**src/rtl/spi_fs_pkg.sv**
```systemverilog
package spi_fs_pkg;
    typedef enum logic [1:0] {
        ST_IDLE  = 2'd0,
        ST_PRE   = 2'd1,
        ST_SHIFT = 2'd2
    } fs_state_t;

    localparam int FS_PIN_COUNT = 3;
endpackage

```
**src/rtl/spi_fs_sync.sv**
```systemverilog
module spi_fs_sync #(
    parameter int               WIDTH   = 3,
    parameter int               STAGES  = 2,
    parameter logic [WIDTH-1:0] RST_VAL = '0
) (
    input  logic             clk,
    input  logic             rst_n,
    input  logic [WIDTH-1:0] d,
    output logic [WIDTH-1:0] q
);
    logic [STAGES-1:0][WIDTH-1:0] stg;

    always_ff @(posedge clk or negedge rst_n) begin
        if (!rst_n) begin
            stg <= {STAGES{RST_VAL}};
        end else begin
            for (int s = STAGES - 1; s > 0; s--) begin
                stg[s] <= stg[s-1];
            end
            stg[0] <= d;
        end
    end

    assign q = stg[STAGES-1];
endmodule

```
**src/rtl/spi_fs_lencheck.sv**
```systemverilog
module spi_fs_lencheck #(
    parameter int FIRST_LEN = 16,
    parameter int STEP_LEN  = 8,
    parameter int MAX_CLKS  = 255
) (
    input  logic clk,
    input  logic rst_n,
    input  logic clr,
    input  logic tick,
    output logic frame_ok
);
    localparam int            PW         = $clog2(FIRST_LEN);
    localparam int            TW         = $clog2(MAX_CLKS + 2);
    localparam logic [TW-1:0] TOT_SAT    = TW'(MAX_CLKS + 1);
    localparam logic [TW-1:0] TOT_MAX    = TW'(MAX_CLKS);
    localparam logic [PW-1:0] FIRST_LAST = PW'(FIRST_LEN - 1);
    localparam logic [PW-1:0] STEP_LAST  = PW'(STEP_LEN - 1);

    logic [PW-1:0] phase;
    logic [TW-1:0] total;
    logic          first_done;
    logic          on_bound;
    logic [PW-1:0] phase_last;

    // modulus is FIRST_LEN for the first word, STEP_LEN afterwards
    assign phase_last = first_done ? STEP_LAST : FIRST_LAST;

    always_ff @(posedge clk or negedge rst_n) begin
        if (!rst_n) begin
            phase      <= '0;
            total      <= '0;
            first_done <= 1'b0;
            on_bound   <= 1'b0;
        end else if (clr) begin
            phase      <= '0;
            total      <= '0;
            first_done <= 1'b0;
            on_bound   <= 1'b0;
        end else if (tick) begin
            if (phase == phase_last) begin
                phase      <= '0;
                first_done <= 1'b1;
                on_bound   <= 1'b1;
            end else begin
                phase    <= phase + 1'b1;
                on_bound <= 1'b0;
            end
            if (total != TOT_SAT) begin
                total <= total + 1'b1;
            end
        end
    end

    assign frame_ok = on_bound && (total <= TOT_MAX);
endmodule

```
**src/rtl/spi_fs_shifter.sv**
```systemverilog
module spi_fs_shifter #(
    parameter int WIDTH = 16
) (
    input  logic             clk,
    input  logic             rst_n,
    input  logic             clr,
    input  logic             load,
    input  logic [WIDTH-1:0] load_val,
    input  logic             in_tick,
    input  logic             in_bit,
    input  logic             out_tick,
    output logic [WIDTH-1:0] word,
    output logic             out_bit
);
    logic [WIDTH-1:0] sh;
    logic             out_q;

    always_ff @(posedge clk or negedge rst_n) begin
        if (!rst_n) begin
            sh    <= '0;
            out_q <= 1'b0;
        end else if (clr) begin
            sh    <= '0;
            out_q <= 1'b0;
        end else if (load) begin
            sh    <= load_val;
            out_q <= 1'b0;
        end else begin
            if (out_tick) begin
                out_q <= sh[WIDTH-1];
            end
            if (in_tick) begin
                sh <= {sh[WIDTH-2:0], in_bit};
            end
        end
    end

    assign word    = sh;
    assign out_bit = out_q;
endmodule

```
**src/rtl/spi_frame_slave.sv**
```systemverilog
module spi_frame_slave
    import spi_fs_pkg::*;
#(
    parameter int WORD_W      = 16,
    parameter int STEP_W      = 8,
    parameter int MAX_CLKS    = 255,
    parameter int SYNC_STAGES = 2
) (
    input  logic              clk,
    input  logic              rst_n,
    input  logic              enable,
    input  logic              sclk_in,
    input  logic              si_in,
    input  logic              csb_in,
    input  logic              fault_flag,
    input  logic [WORD_W-1:0] status_word,
    output logic              so_out,
    output logic              so_oe,
    output logic [WORD_W-1:0] cmd_word,
    output logic              cmd_strobe
);
    localparam logic [FS_PIN_COUNT-1:0] PIN_IDLE = 3'b100;

    logic [FS_PIN_COUNT-1:0] pins_s;
    logic csb_s, sclk_s, si_s;
    logic csb_d, sclk_d;
    logic csb_fall, csb_rise, sclk_rise, sclk_fall;
    fs_state_t state, state_nx;
    logic rise_t, fall_t, load_t, clr_t, frame_ok, commit, tx_bit;
    logic [WORD_W-1:0] rx_word;

    spi_fs_sync #(
        .WIDTH  (FS_PIN_COUNT),
        .STAGES (SYNC_STAGES),
        .RST_VAL(PIN_IDLE)
    ) u_sync (
        .clk  (clk),
        .rst_n(rst_n),
        .d    ({csb_in, sclk_in, si_in}),
        .q    (pins_s)
    );

    assign csb_s  = pins_s[2];
    assign sclk_s = pins_s[1];
    assign si_s   = pins_s[0];

    always_ff @(posedge clk or negedge rst_n) begin
        if (!rst_n) begin
            csb_d  <= 1'b1;
            sclk_d <= 1'b0;
        end else begin
            csb_d  <= csb_s;
            sclk_d <= sclk_s;
        end
    end

    assign csb_fall  = csb_d & ~csb_s;
    assign csb_rise  = ~csb_d & csb_s;
    assign sclk_rise = ~sclk_d & sclk_s;
    assign sclk_fall = sclk_d & ~sclk_s;

    // state register
    always_ff @(posedge clk or negedge rst_n) begin
        if (!rst_n) state <= ST_IDLE;
        else        state <= state_nx;
    end

    // next-state logic
    always_comb begin
        state_nx = state;
        unique case (state)
            ST_IDLE:  if (csb_fall) state_nx = ST_PRE;
            ST_PRE: begin
                if (csb_rise)       state_nx = ST_IDLE;
                else if (sclk_rise) state_nx = ST_SHIFT;
            end
            ST_SHIFT: if (csb_rise) state_nx = ST_IDLE;
            default:  state_nx = ST_IDLE;
        endcase
        if (!enable) state_nx = ST_IDLE;
    end

    assign load_t = (state == ST_IDLE) && csb_fall;
    assign rise_t = (state != ST_IDLE) && sclk_rise && !csb_rise;
    assign fall_t = (state == ST_SHIFT) && sclk_fall && !csb_rise;
    assign clr_t  = !enable;

    spi_fs_lencheck #(
        .FIRST_LEN(WORD_W),
        .STEP_LEN (STEP_W),
        .MAX_CLKS (MAX_CLKS)
    ) u_len (
        .clk     (clk),
        .rst_n   (rst_n),
        .clr     (clr_t || load_t),
        .tick    (rise_t),
        .frame_ok(frame_ok)
    );

    spi_fs_shifter #(
        .WIDTH(WORD_W)
    ) u_shift (
        .clk     (clk),
        .rst_n   (rst_n),
        .clr     (clr_t),
        .load    (load_t),
        .load_val(status_word),
        .in_tick (fall_t),
        .in_bit  (si_s),
        .out_tick(rise_t),
        .word    (rx_word),
        .out_bit (tx_bit)
    );

    assign commit = (state == ST_SHIFT) && csb_rise && frame_ok && enable;

    // registered outputs
    always_ff @(posedge clk or negedge rst_n) begin
        if (!rst_n) begin
            cmd_word   <= '0;
            cmd_strobe <= 1'b0;
        end else if (!enable) begin
            cmd_word   <= '0;
            cmd_strobe <= 1'b0;
        end else begin
            cmd_strobe <= commit;
            if (commit) cmd_word <= rx_word;
        end
    end

    // serial output selection
    always_comb begin
        so_oe = 1'b0;
        so_out = 1'b0;
        unique case (state)
            ST_IDLE:  begin so_oe = 1'b0; so_out = 1'b0; end
            ST_PRE:   begin so_oe = 1'b1; so_out = fault_flag | si_s; end
            ST_SHIFT: begin so_oe = 1'b1; so_out = tx_bit; end
            default:  begin so_oe = 1'b0; so_out = 1'b0; end
        endcase
    end
endmodule

```
**config.mk**
```make
export PLATFORM = sky130hd
export DESIGN_NAME = spi_frame_slave
export DESIGN_NICKNAME = d
export VERILOG_FILES = /design/src/rtl/spi_fs_pkg.sv /design/src/rtl/spi_fs_sync.sv /design/src/rtl/spi_fs_lencheck.sv /design/src/rtl/spi_fs_shifter.sv /design/src/rtl/spi_frame_slave.sv
export SDC_FILE = /design/constraint.sdc
export NUM_CORES = 1
export LEC_CHECK = 0
export ABC_AREA = 1
export BUFFER_PORTS_ARGS = -buffer_cell sky130_fd_sc_hd__buf_2
export CAP_MARGIN = 25
export CORE_MARGIN = 3
export CORE_UTILIZATION = 30
export CTS_CLUSTER_SIZE = 25
export DETAILED_ROUTE_END_ITERATION = 16
export SLEW_MARGIN = 20
export SYNTH_ARGS = -nofsm -noshare
export SYNTH_HDL_FRONTEND = slang
export SYNTH_HIERARCHICAL = 1
export SYNTH_SLANG_ARGS = --single-unit
```
**constraint.sdc**
```tcl
create_clock -name clk -period 2.04 [get_ports clk]
set_input_delay 0.102 -clock clk [delete_from_list [all_inputs] [get_ports clk]]
set_output_delay 0.102 -clock clk [all_outputs]
set_load 0.01 [all_outputs]
```
==> results_dict.tcl, run 1 <==
set metrics [dict create \
    status "completed" \
    cts_sinks 59 \
    drt_iter0_markers 178 \
    p_comb_share_pct 20.8 \
    die_y_um 104.5 \
    wire_per_inst_um 12.22 \
    reg2reg_from "u_len/total[1]" \
    synthesis.area_mm2 0.002910 \
    antenna_found_initial 0 \
    yosys.area_share.simple_pct 33.45 \
    ys_seq_area_share_pct 50.86 \
    routed_wl_mm 6.695 \
    routabilityCongestion 0.8046 \
    hp-start "status_word[1]" \
    cts_tree "done" \
    syn-num-nets 385 \
    first_pass_iters 4 \
    synth_top_family_by_area "simple AND/OR/NAND/NOR gates" \
    p_int_mw 1.934 \
    skew_ns 0.005587 \
    dieArea_mm2 0.01092 \
    min_period_ns 1.987 \
    max_slew_margin_pct 58.63 \
    pwr-share-seq_pct 46.2 \
    p_leak_nw 1.942 \
    via_per_inst 4.438 \
    synthArstFlopShare_pct 100.0 \
    place_inst 522 \
    vias 2432 \
    synth_top_area_share_pct 48.15 \
    synth_area_leaders "dfrtp_1, nand2_1, nand3_1, ha_1, inv_1" \
    synthAdderAreaFrac_pct 3.009 \
    n_fill_cell 942 \
    cts_made_buffers 9 \
    ir_worst_vdd_mv 0.4864 \
    syn_avg_cell_area_um2 8.198 \
    drc 0 \
    setup_violations 0 \
    netlist_instances 355 \
    grt_pass1_vias 2357 \
    end_kind "flop" \
    cp.required_ns 2.32 \
    r2r_cells 12 \
    grt_max_degree 35 \
    die_w_um 104.5 \
    synth_compound_area_share_pct 4.686 \
    clock_path_buffers 2 \
    ys_types 33 \
    path_class "reg2reg" \
    slew_viol_final 0 \
    rrSetupSlack_ns 0.05 \
    min_path_type "in2reg" \
    area_growth_pct 22.10 \
    r2r_end "cmd_word[1]" \
    track_usage_pct 12.61 \
    synth.most_common_cell "nand2_1" \
    path_clk_slew_ns 0.07 \
    p_clk_share_pct 33.1 \
    worstSetupStartpointType "flop" \
    hold_violations 0 \
    cts_root_buffer "clkbuf_8" \
    antenna_cells 0 \
    crit_fanout 8 \
    hold_depth 5 \
    min_to "u_shift/word[1]" \
    ant_nets 0 \
    cts_max_level 3 \
    grt_pass1_wl_mm 11.21 \
    grt-ovfl-total 0 \
    initial_core_util_pct 31.20 \
    power_mw 2.827 \
    synth_edf_count 0 \
    p_sw_share_pct 31.60 \
    instances_no_fill 548 \
    fmax_mhz 503.3 \
    ios 42 \
    clk-insertion-delay-late_ns 0.34 \
    rsz0062_at_grt "true" \
    core_area_mm2 0.009328 \
    drive_gt1_share_pct 23.39 \
    synth_top_flop_cell "dfrtp_1" \
    dpl.hpwl_mm 4.411 \
    hold-worst-slack_ns 0.05614 \
    switchingPower_mw 0.8933 \
    powerDensity_mw_per_mm2 795.6 \
    ys_top_cells_by_count "nand2_1, dfrtp_1, nand3_1" \
    yosys.area.top_type "dfrtp_1" \
    nets 444 \
    tightest_slew_ns 0.6206 \
    ys_seq_elements 59 \
    yosys.area_share.xor_xnor_pct 0.6019 \
    rows 35 \
    yosysWarnings 6 \
    crit_arrival_ns 2.26 \
    fin_crit_sh_pct 97.40 \
    io_buffers 41 \
    max_cap_violations 0 \
    synthMuxAreaShare_pct 0 \
]
==> cell usage in the layout, fill, tap and decap left out, types with 2 or more instances in the layout <==
cell type	instances
a21oi_1	6
buf_2	41
buf_4	12
clkbuf_8	10
clkinv_2	4
dfrtp_1	56
dfstp_2	3
dlygate4sd3_1	4
ha_1	5
ha_2	2
inv_1	22
inv_2	2
nand2_1	169
nand2_4	2
nand3_1	25
nand4_1	3
nor2_1	13
nor2_2	4
nor2_4	4
nor2_8	2
nor3_1	2
o21ai_0	6
o21ai_2	3
xor2_1	2
==> power groups by stage <==
stage	logic (mW)	clock network [mW]	registers, mW
floorplan	0.415	0	1.32
global placement	0.572	0	1.32
detailed placement	0.581	0	1.32
CTS	0.591	0.955	1.30
global route	0.676	1.01	1.32
finish	0.588	0.935	1.30
==> critical path, stage by stage, from the launching register on <==
cell	delay (ns)
dfrtp_1	0.36
ha_2	0.21
nand2_4	0.07
nor2_4	0.11
nand3_2	0.09
nor2_2	0.13
ha_2	0.17
a21oi_1	0.05
nor2_2	0.16
nand3_4	0.18
nor2_4	0.25
nand2_1	0.09
nand2_1	0.06
==> repair_timing <==
| item | 4_1_cts | 5_1_grt |
|---|---|---|
| hold buffers | 4 | 0 |
| setup buffers | 0 | 4 |
| hold endpoints to repair | 28 | 0 |
| gates resized for setup | 0 | 13 |
| setup endpoints to repair | 0 | 23 |
==> metrics by stage <==
| step | area, um2 | setup slack (ns) | setup TNS, ns | util, % |
|---|---|---|---|---|
| after floorplan | 2910 | 0.004738 | 0 | - |
| after global placement | 3251 | 0.1424 | 0 | 34.85 |
| after detailed placement | 3251 | 0.07431 | 0 | 34.85 |
| after CTS | 3461 | 0.01719 | 0 | 37.10 |
| after global routing | 3553 | -0.1163 | -1.502 | 38.10 |
| final | 3553 | 0.05301 | 0 | 38.10 |
==> layout make-up <==
class                      count  area (um2)  area share, %
clock buffer                  11       141.4          3.979
clock inverter                 5       28.78         0.8099
inverter                      25       101.3          2.852
multi-input combinational    260        1270          35.74
sequential                    59        1480          41.65
tap                          129       161.4          4.542
timing repair buffer          59       370.4          10.42
==> sequential cells by signal (all words and copies together), names as in the netlist <==
signal            flops
sclk_d                1
u_len/first_done      1
u_shift/out_bit       1
cmd_word             16
u_shift/word         16
u_len/on_bound        1
u_sync/stg            3
cmd_strobe            1
u_len/total           9
csb_d                 1
u_len/phase           4
u_sync/q              3
state                 2
==> cells by family after synthesis <==
kind of cell	Yosys count
and+or+nand+nor	228
DFF	59
buffers and inverters	38
AOI/OAI and AO/OA	21
adders and majority gates	7
xor gates and xnor gates	2
==> worst max path at each step <==
stage | startpoint | endpoint | slack (ns)
6_report | u_len/total[1] | cmd_word[1] | 0.05
5_1_grt | u_len/total[1] | cmd_word[1] | -0.12
4_1_cts | u_len/total[1] | cmd_word[6] | 0.02
3_5_place_dp | u_len/total[1] | cmd_word[6] | 0.07
3_3_place_gp | u_len/total[0] | cmd_word[4] | 0.14
2_1_floorplan | state[0] | u_shift/word[0] | 0.005
==> metal layers <==
metal | track usage [%] | share of wire [%] | routed length, um | vias to the layer above
met5 | 0 | 0 | 0 | -
met4 | 5.128 | 1.6 | 109 | 0
met3 | 2.607 | 4.7 | 316 | 10
met2 | 19.19 | 45 | 3014 | 48
met1 | 17.46 | 49 | 3255 | 1143
li1 | - | - | - | 1231
Power figures use the tool's default switching activity.
==> run 2: changes to the inputs <==
--- a/config.mk
+++ b/config.mk
@@ -12,6 +12,7 @@
 export CORE_UTILIZATION = 30
 export CTS_CLUSTER_SIZE = 25
 export DETAILED_ROUTE_END_ITERATION = 16
+export GPL_TIMING_DRIVEN = 0
 export SLEW_MARGIN = 20
 export SYNTH_ARGS = -nofsm -noshare
 export SYNTH_HDL_FRONTEND = slang
==> results_dict.tcl, run 2 (same netlist as run 1, synthesis figures left out) <==
set metrics [dict create \
    status "completed" \
    setup_violations 0 \
    path_class "reg2reg" \
    wire_per_inst_um 12.01 \
    track_usage_pct 12.48 \
    cts_max_level 3 \
    dpl.hpwl_mm 4.376 \
    cp-startpoint "u_len/total[1]" \
    path_buf_inv 1 \
    fmax_mhz 502.4 \
    die_y_um 104.5 \
    crit_family "simple AND/OR/NAND/NOR gates" \
    skew_ns 0.008491 \
    layout_common_cells "nand2_1, dfrtp_1, buf_2, nand3_1, inv_1" \
    critPathCapture "cmd_word[5]" \
    rrSetupSlack_ns 0.05 \
    drc 0 \
    antenna_found_initial 0 \
    nets 448 \
    antenna_cells 0 \
    grt_pass1_vias 2396 \
    worstPathCellList "ha_4 > nand2_4 > nor2_4 > nand3_2 > nor2_1 > ha_1 > a21oi_1 > nor2_2 > nand3_4 > nor2_8 > clkbuf_16 > nand2_1 > nand2_1" \
    initial_core_util_pct 31.20 \
    cp.required_ns 2.32 \
    reg2reg_from "u_len/total[1]" \
    routed_wl_mm 6.627 \
    final_common_cell "nand2_1" \
    crit_fanout 5 \
    core_area_mm2 0.009328 \
    cts_root_buffer "clkbuf_8" \
    io_buffers 40 \
    routabilityCongestion 0.7616 \
    rows 35 \
    path_clk_slew_ns 0.07 \
    critPathMaxStageDelay_ns 0.40 \
    p_leak_nw 1.991 \
    drive_gt1_share_pct 24.35 \
    clock_path_buffers 2 \
    r2r_end "cmd_word[5]" \
    max_cap_violations 0 \
    dieArea_mm2 0.01092 \
    die_w_um 104.5 \
    ir_worst_vdd_mv 0.4073 \
    cts_sinks 59 \
    hold_violations 0 \
    grt_pass1_wl_mm 11.03 \
    cpMostUsedCell "nand2_1" \
    via_per_inst 4.377 \
    grt_max_degree 60 \
    min_path_type "in2reg" \
    powerDensity_mw_per_mm2 820.1 \
    tightest_slew_ns 0.7604 \
    instances_no_fill 552 \
    ios 42 \
    ant_nets 0 \
    drt_iter0_markers 141 \
    power_mw 3.018 \
    first_pass_iters 4 \
    crit_arrival_ns 2.27 \
    r2r_cells 13 \
    slew_viol_final 0 \
    min_period_ns 1.990 \
    place_inst 525 \
    cts_made_buffers 9 \
    end_kind "flop" \
    area_growth_pct 26.44 \
    max_slew_margin_pct 49.31 \
    hold-worst-slack_ns 0.05522 \
    rsz0062_at_grt "true" \
    cp_slowest_cell "dfrtp_1" \
    setup_tns_ns 0 \
    worstSetupStartpointType "flop" \
    cts_tree "done" \
    vias 2416 \
    grt-ovfl-total 0 \
    clk-insertion-delay-late_ns 0.34 \
    path_depth 13 \
    fin_crit_sh_pct 97.57 \
]
-- run 2: worst register-to-register path, cell delays in order, from the launching register on --
cell and delay, ns:
dfrtp_1 0.40, ha_4 0.17, nand2_4 0.06, nor2_4 0.13, nand3_2 0.09, nor2_1 0.12
ha_1 0.14, a21oi_1 0.05, nor2_2 0.17, nand3_4 0.14, nor2_8 0.18, clkbuf_16 0.17
nand2_1 0.04, nand2_1 0.05
-- run 2: cell type report --
class                   instances  area, um2
fillers                       967       5648
well taps                     129      161.4
inverters                      25      101.3
flip-flops and latches         59       1480
multi-input cells             258       1290
clock buffers                  11      141.4
plain buffers                  13      116.4
clock inverters                 5      52.55
repair buffers                 52      336.6
-- run 2: what timing repair did --
action / CTS / global route
gates resized for setup: 6 / 11
hold buffers: 4 / 0
setup endpoints to repair: 35 / 32
pin swaps: 2 / 5
endpoints found under the hold margin: 59 / 0
buffers inserted: 5 / 1
cloned: 0 / 1
-- run 2: metal layers --
metal	global-route usage (%)	part of all wire (%)	up-vias	routed length (um)
met4	5.128	1.1	0	72
met5	0	0	-	0
li1	-	-	1228	-
met3	3.228	3.4	6	223
met2	20.25	49	42	3276
met1	15.79	46	1140	3054
-- run 2: per-stage QoR --
step / setup WS, ns / utilization [%] / cell area [um2]
detailed placement: -0.2107 / 35.22 / 3286
global route: -0.1055 / 39.45 / 3680
floorplan: 0.004738 / - / 2910
global placement: -0.2872 / 35.08 / 3272
CTS: 0.01531 / 38.47 / 3588
finish: 0.04954 / 39.45 / 3680
-- run 2: how the worst min path moves through the flow --
stage | start | end | slack, ns | depth (start not counted)
6_report | status_word[3] | u_shift/word[3] | 0.06 | 5
5_1_grt | status_word[0] | u_shift/word[0] | 0.06 | 5
4_1_cts | status_word[6] | u_shift/word[6] | 0.03 | 5
3_5_place_dp | csb_in | u_sync/stg[2] | 0.21 | 1
3_3_place_gp | csb_in | u_sync/stg[2] | 0.21 | 1
2_1_floorplan | rst_n | cmd_strobe | -0.19 | 0
-- run 2: report_power, final --
part           switching [mW]  leakage, nW  internal [mW]
Sequential             0.0668        0.795           1.25
Combinational           0.395         1.10          0.257
Clock                   0.460       0.0991          0.591
Total                   0.922         1.99           2.10
